[config.mk]
export PLATFORM = sky130hd
export DESIGN_NAME = ct_mod_addsub
export DESIGN_NICKNAME = d
export VERILOG_FILES = /design/src/rtl/cma_pkg.sv /design/src/rtl/cma_presum.sv /design/src/rtl/cma_fold.sv /design/src/rtl/cma_trim.sv /design/src/rtl/ct_mod_addsub.sv
export SDC_FILE = /design/constraint.sdc
export NUM_CORES = 1
export LEC_CHECK = 0
export BUFFER_PORTS_ARGS = -buffer_cell sky130_fd_sc_hd__buf_2
export CAP_MARGIN = 0
export CELL_PAD_IN_SITES_DETAIL_PLACEMENT = 0
export CELL_PAD_IN_SITES_GLOBAL_PLACEMENT = 1
export CORE_UTILIZATION = 40
export DETAILED_ROUTE_END_ITERATION = 12
export PLACE_DENSITY_LB_ADDON = 0.1
export SYNTH_ARGS = -nofsm -noshare
export SYNTH_HDL_FRONTEND = slang
export SYNTH_SLANG_ARGS = --single-unit
[constraint.sdc]
create_clock -name clk -period 13.7 [get_ports clk]
set_clock_uncertainty 0.15 [all_clocks]
set_input_delay 4.11 -clock clk [delete_from_list [all_inputs] [get_ports clk]]
set_output_delay 4.11 -clock clk [all_outputs]
set_load 0.05 [all_outputs]
[src/rtl/cma_pkg.sv]
package cma_pkg;

  // Data word width for a supported modulus.
  function automatic int unsigned word_w(input int unsigned q);
    return (q == 12289) ? 15 : 14;
  endfunction

  // Fold split point K: 2^K mod q equals 2^S - 1.
  function automatic int unsigned fold_k(input int unsigned q);
    return (q == 12289) ? 14 : 13;
  endfunction

  function automatic int unsigned fold_s(input int unsigned q);
    return (q == 12289) ? 12 : 9;
  endfunction

  // Masked correction stages needed so a folded word ends below q.
  function automatic int unsigned trim_stages(input int unsigned q);
    return (q == 12289) ? 2 : 1;
  endfunction

endpackage

[src/rtl/cma_presum.sv]
module cma_presum #(
  parameter int unsigned Q  = 7681,
  parameter int unsigned W  = 14,
  parameter int unsigned IW = 16
) (
  input  logic [W-1:0]  a,
  input  logic [W-1:0]  b,
  input  logic          sub,
  output logic [IW-1:0] r
);
  // One adder serves both operations. For subtraction, b is inverted and
  // 4Q+1 is added, which gives 4Q + a - b and never goes negative.
  localparam logic [IW-1:0] OFFSET = IW'(4 * Q + 1);

  logic [IW-1:0] b_ext;
  logic [IW-1:0] off;

  always_comb begin
    b_ext = IW'(b) ^ {IW{sub}};
    off   = OFFSET & {IW{sub}};
    r     = IW'(a) + b_ext + off;
  end
endmodule

[src/rtl/cma_fold.sv]
module cma_fold #(
  parameter int unsigned IW = 16,
  parameter int unsigned K  = 13,
  parameter int unsigned S  = 9
) (
  input  logic [IW-1:0] r,
  output logic [IW-1:0] f
);
  // The bits above K are worth (2^S - 1) each modulo q, so they are
  // re-added at weight 2^S and subtracted at weight 1.
  logic [IW-1:0] hi;
  logic [IW-1:0] lo;

  always_comb begin
    hi = r >> K;
    lo = IW'(r[K-1:0]);
    f  = lo - hi + (hi << S);
  end
endmodule

[src/rtl/cma_trim.sv]
module cma_trim #(
  parameter int unsigned Q = 7681,
  parameter int unsigned W = 14
) (
  input  logic [W-1:0] v,
  input  logic         en,
  output logic [W-1:0] o
);
  // Subtract Q unconditionally. The borrow, or a disabled stage, widens
  // into a mask that adds Q back.
  logic [W:0] diff;
  logic       restore;

  always_comb begin
    diff    = {1'b0, v} - (W + 1)'(Q);
    restore = diff[W] | ~en;
    o       = diff[W-1:0] + (W'(Q) & {W{restore}});
  end
endmodule

[src/rtl/ct_mod_addsub.sv]
module ct_mod_addsub #(
  parameter  int unsigned Q = 7681,
  localparam int unsigned W = cma_pkg::word_w(Q)
) (
  input  logic         clk,
  input  logic         rst_n,
  input  logic         in_valid,
  output logic         in_ready,
  input  logic [W-1:0] in_a,
  input  logic [W-1:0] in_b,
  input  logic         in_sub,
  input  logic         in_full,
  output logic         out_valid,
  input  logic         out_ready,
  output logic [W-1:0] out_res
);
  localparam int unsigned IW = W + 2;
  localparam int unsigned K  = cma_pkg::fold_k(Q);
  localparam int unsigned S  = cma_pkg::fold_s(Q);
  localparam int unsigned NT = cma_pkg::trim_stages(Q);

  logic [IW-1:0] pre_sum;
  logic [IW-1:0] fold_sum;
  logic [W-1:0]  trim_chain [0:NT];

  cma_presum #(.Q(Q), .W(W), .IW(IW)) u_presum (
    .a  (in_a),
    .b  (in_b),
    .sub(in_sub),
    .r  (pre_sum)
  );

  cma_fold #(.IW(IW), .K(K), .S(S)) u_fold (
    .r(pre_sum),
    .f(fold_sum)
  );


  no_overflow_chk: assert property (@(posedge clk) disable iff (!rst_n)
    in_valid |-> (fold_sum[IW-1:W] == '0));

  assign trim_chain[0] = fold_sum[W-1:0];

  for (genvar g = 0; g < NT; g++) begin : g_trim
    cma_trim #(.Q(Q), .W(W)) u_trim (
      .v (trim_chain[g]),
      .en(in_full),
      .o (trim_chain[g+1])
    );
  end


  full_range_chk: assert property (@(posedge clk) disable iff (!rst_n)
    (in_valid && in_full) |-> (trim_chain[NT] < W'(Q)));

  assign in_ready = !out_valid || out_ready;

  always_ff @(posedge clk) begin
    if (!rst_n) begin
      out_valid <= 1'b0;
      out_res   <= '0;
    end else if (in_ready) begin
      out_valid <= in_valid;
      if (in_valid) out_res <= trim_chain[NT];
    end
  end


  latency_chk: assert property (@(posedge clk) disable iff (!rst_n)
    (in_valid && in_ready) |=> out_valid);


  hold_chk: assert property (@(posedge clk) disable iff (!rst_n)
    (out_valid && !out_ready) |=> (out_valid && $stable(out_res)));


  congruent_chk: assert property (@(posedge clk) disable iff (!rst_n)
    (in_valid && in_ready) |=>
      (((int'($past(in_a)) + ($past(in_sub) ? (4 * int'(Q) - int'($past(in_b)))
                                             : int'($past(in_b)))) % int'(Q))
       == (int'(out_res) % int'(Q))));
endmodule

==> impl_metrics.py <==
metrics = {
    "outcome": {
        "status": "completed",
    },
    "place": {
        "dp_hpwl_mm": 5.40,
        "io_buffers": 49,
        "place_congestion": 0.888,
    },
    "sta": {
        "setup_tns_ns": 0,
        "slew_viol_final": 0,
        "setup_violations": 0,
        "fin_crit_ns": 11.29,
        "rsz0062_at_grt": "no",
        "worstMarginPinSlew_ns": 0.581,
        "hold_viol_final": 0,
        "max_freq_mhz": 88.6,
        "maxSlewHeadroom_pct": 61.0,
        "fin_crit_sh_pct": 82.4,
    },
    "worst_setup_path": {
        "critPathRequiredTime_ns": 13.70,
        "worstPathArrival_ns": 11.29,
        "start_kind": "input pin",
        "crit_top_cell": "ha_1",
        "cp-end-kind": "flip-flop",
        "critPathSlowestCell": "fa_1",
        "worst-setup-path-type": "in2reg",
        "cp_max_fo": 14,
        "critPathMaxStageDelay_ns": 0.43,
    },
    "synthesis": {
        "ys_ff_latch": 15,
        "avgSynthCellArea_um2": 7.99,
        "syn-cell-area_um2": 2880,
        "seq_area_frac_synth_pct": 10.4,
        "synthCells": 361,
        "synth_edf_count": 0,
        "yosys_most_used_dff": "dfxtp_1",
        "async_flop_share_pct": 0,
        "synth_cell_types": 64,
        "synthesis.nets": 442,
        "yosysWarningCount": 0,
    },
    "floorplanning": {
        "die_h_um": 86.9,
        "start_util_pct": 42.0,
        "core_area_um2": 6870,
        "dieWidth_um": 86.9,
        "num_io_pins": 50,
        "die_area_um2": 7550,
        "num_rows": 30,
    },
    "clocking": {
        "clock_sinks": 15,
        "clockRootBuffer": "clkbuf_8",
        "cts_tree": "yes",
        "ctsHoldBuffers": 0,
        "clk_pin_slew_ns": 0.06,
        "clk_latency_ns": 0.25,
        "clock_path_buffers": 2,
        "cts_setup_buffers": 0,
        "cts_htree_levels": 1,
        "cts_buffers": 3,
        "cts_resized": 0,
    },
    "global_routing": {
        "grt_pass1_vias": 2504,
        "antenna_found_initial": 0,
        "grt_start_max_net_pins": 17,
        "track_usage_pct": 18.2,
        "overflow": 0,
        "grt_pass1_wl_mm": 11.2,
    },
    "routing": {
        "drc": 0,
        "first_pass_iters": 4,
        "initialDrtViolationCount": 77,
        "wl_per_cell_um": 12.6,
        "vias_per_cell": 5.27,
        "vias": 2660,
        "routed_wirelength_mm": 6.34,
        "ant_nets": 0,
    },
    "cells_and_area": {
        "final_nets": 491,
        "multi_input_area_um2": 2460,
        "regArea_um2": 300,
        "fill_cells": 739,
        "fin_util_pct": 47.6,
        "area_delta_synth_final_pct": 13.4,
        "diodes": 0,
        "layout-drive-gt1-share_pct": 18.6,
    },
    "flow_run": {
        "cap_violations": 0,
    },
    "hold_path": {
        "hold_path_class": "reg2reg",
    },
}
-- sequential cells by signal, indices dropped and copies added, names as in the netlist --
name,flops
out_res,14
out_valid,1
-- routing by layer --
layer	part of all wire, %	global-route usage [%]	vias to the layer above
met5	0	0	-
met4	0.17	2.73	0
met3	2.4	2.27	2
met2	43	29.2	30
met1	55	26.3	1245
li1	-	-	1383
-- worst paths after layout --
| path | from | to | depth (start not counted) | slack, ns |
|---|---|---|---|---|
| worst max-delay path | in_sub | out_res[13]$_SDFFE_PN0P_ | 36 | 2.41 |
| worst max register to register | out_valid$_SDFFE_PN0N_ | out_res[13]$_SDFFE_PN0P_ | 6 | 11.99 |
| worst min register to register | out_res[12]$_SDFFE_PN0P_ | out_res[12]$_SDFFE_PN0P_ | 2 | 0.31 |
| worst min-delay path | out_res[12]$_SDFFE_PN0P_ | out_res[12]$_SDFFE_PN0P_ | 2 | 0.31 |
-- area by class of cell --
class / instances / area share [%]
flip-flops and latches: 15 / 9.18
repair buffers: 49 / 7.50
multi-input cells: 314 / 75.1
clock inverters: 1 / 0.153
well taps: 96 / 3.67
clock buffers: 3 / 1.26
inverters: 27 / 3.10
-- logic make-up after synthesis --
group | Yosys count | synth area share [%]
buffers and inverters | 32 | 4.43
flip-flops | 15 | 10.4
XOR/XNOR | 54 | 16.7
AO/OA/AOI/OAI | 84 | 22.3
adder cells (fa/ha/maj) | 47 | 20.9
AND/OR/NAND/NOR | 122 | 22.6
multiplexers | 7 | 2.60
-- cell usage in the layout (no fill, tap or decap), drive strengths merged, types with 4 or more instances in the layout --
cell type	netlist	layout
a21oi	13	13
mux2	4	4
nand2b	7	7
o211ai	4	4
buf	3	49
and3	5	5
o21a	4	4
a21boi	6	6
dfxtp	15	15
xnor2	26	26
nor2b	9	9
a31oi	4	4
xor2	28	28
nor3	9	9
nand2	34	34
and2	9	9
nand3	10	10
o211a	5	5
a21o	7	7
o21ai	21	21
ha	45	45
inv	27	27
nor2	21	21
-- worst max-delay path: cells and delay by family --
family | cells | cell delay, ns
adders and majority gates | 7 | 1.93
and+or+nand+nor | 7 | 0.87
muxes | 1 | 0.17
xor gates and xnor gates | 3 | 0.67
AOI/OAI and AO/OA | 14 | 3.13
buffers and inverters | 4 | 0.39
-- cells in the mapped netlist, drive strengths merged, types with 2 or more instances --
cell type,n,area share [%]
buf,3,0.65
and3,5,1.1
dfxtp,15,10
and2,9,2.0
nand4,3,0.65
or2,3,0.65
a41oi,3,1.2
xor2,28,8.5
nor2b,9,2.2
a21oi,13,2.3
a31oi,4,0.87
o311a,2,0.69
nand3b,2,0.52
o22ai,2,0.65
a21o,7,1.8
or3,3,0.82
nor2,21,2.7
a21boi,6,1.6
mux2,4,1.6
o21ai,21,3.8
o21a,4,1.0
o211a,5,1.7
nand2,34,4.4
nor3,9,1.9
mux2i,3,1.0
fa,2,1.4
clkbuf,2,0.26
a2111oi,2,1.5
xnor2,26,8.2
ha,45,20
o211ai,4,1.0
or3b,2,0.69
nand3,10,1.7
inv,27,3.5
a211oi,3,1.6
nand2b,7,1.5
-- metrics by stage --
stage          cell area [µm²]  hold slack (ns)  setup slack, ns  cells
2_1_floorplan             2880            0.519             2.78    361
3_3_place_gp              3220            0.299             2.34    501
3_5_place_dp              3220            0.300             2.15    501
4_1_cts                   3270            0.309             2.36    505
5_1_grt                   3270            0.339             1.56    505
6_report                  3270            0.308             2.41    505
Power is left out: the tool's default activity adds up to more than one toggle a clock period on the data nets, which glitch-free logic cannot reach.
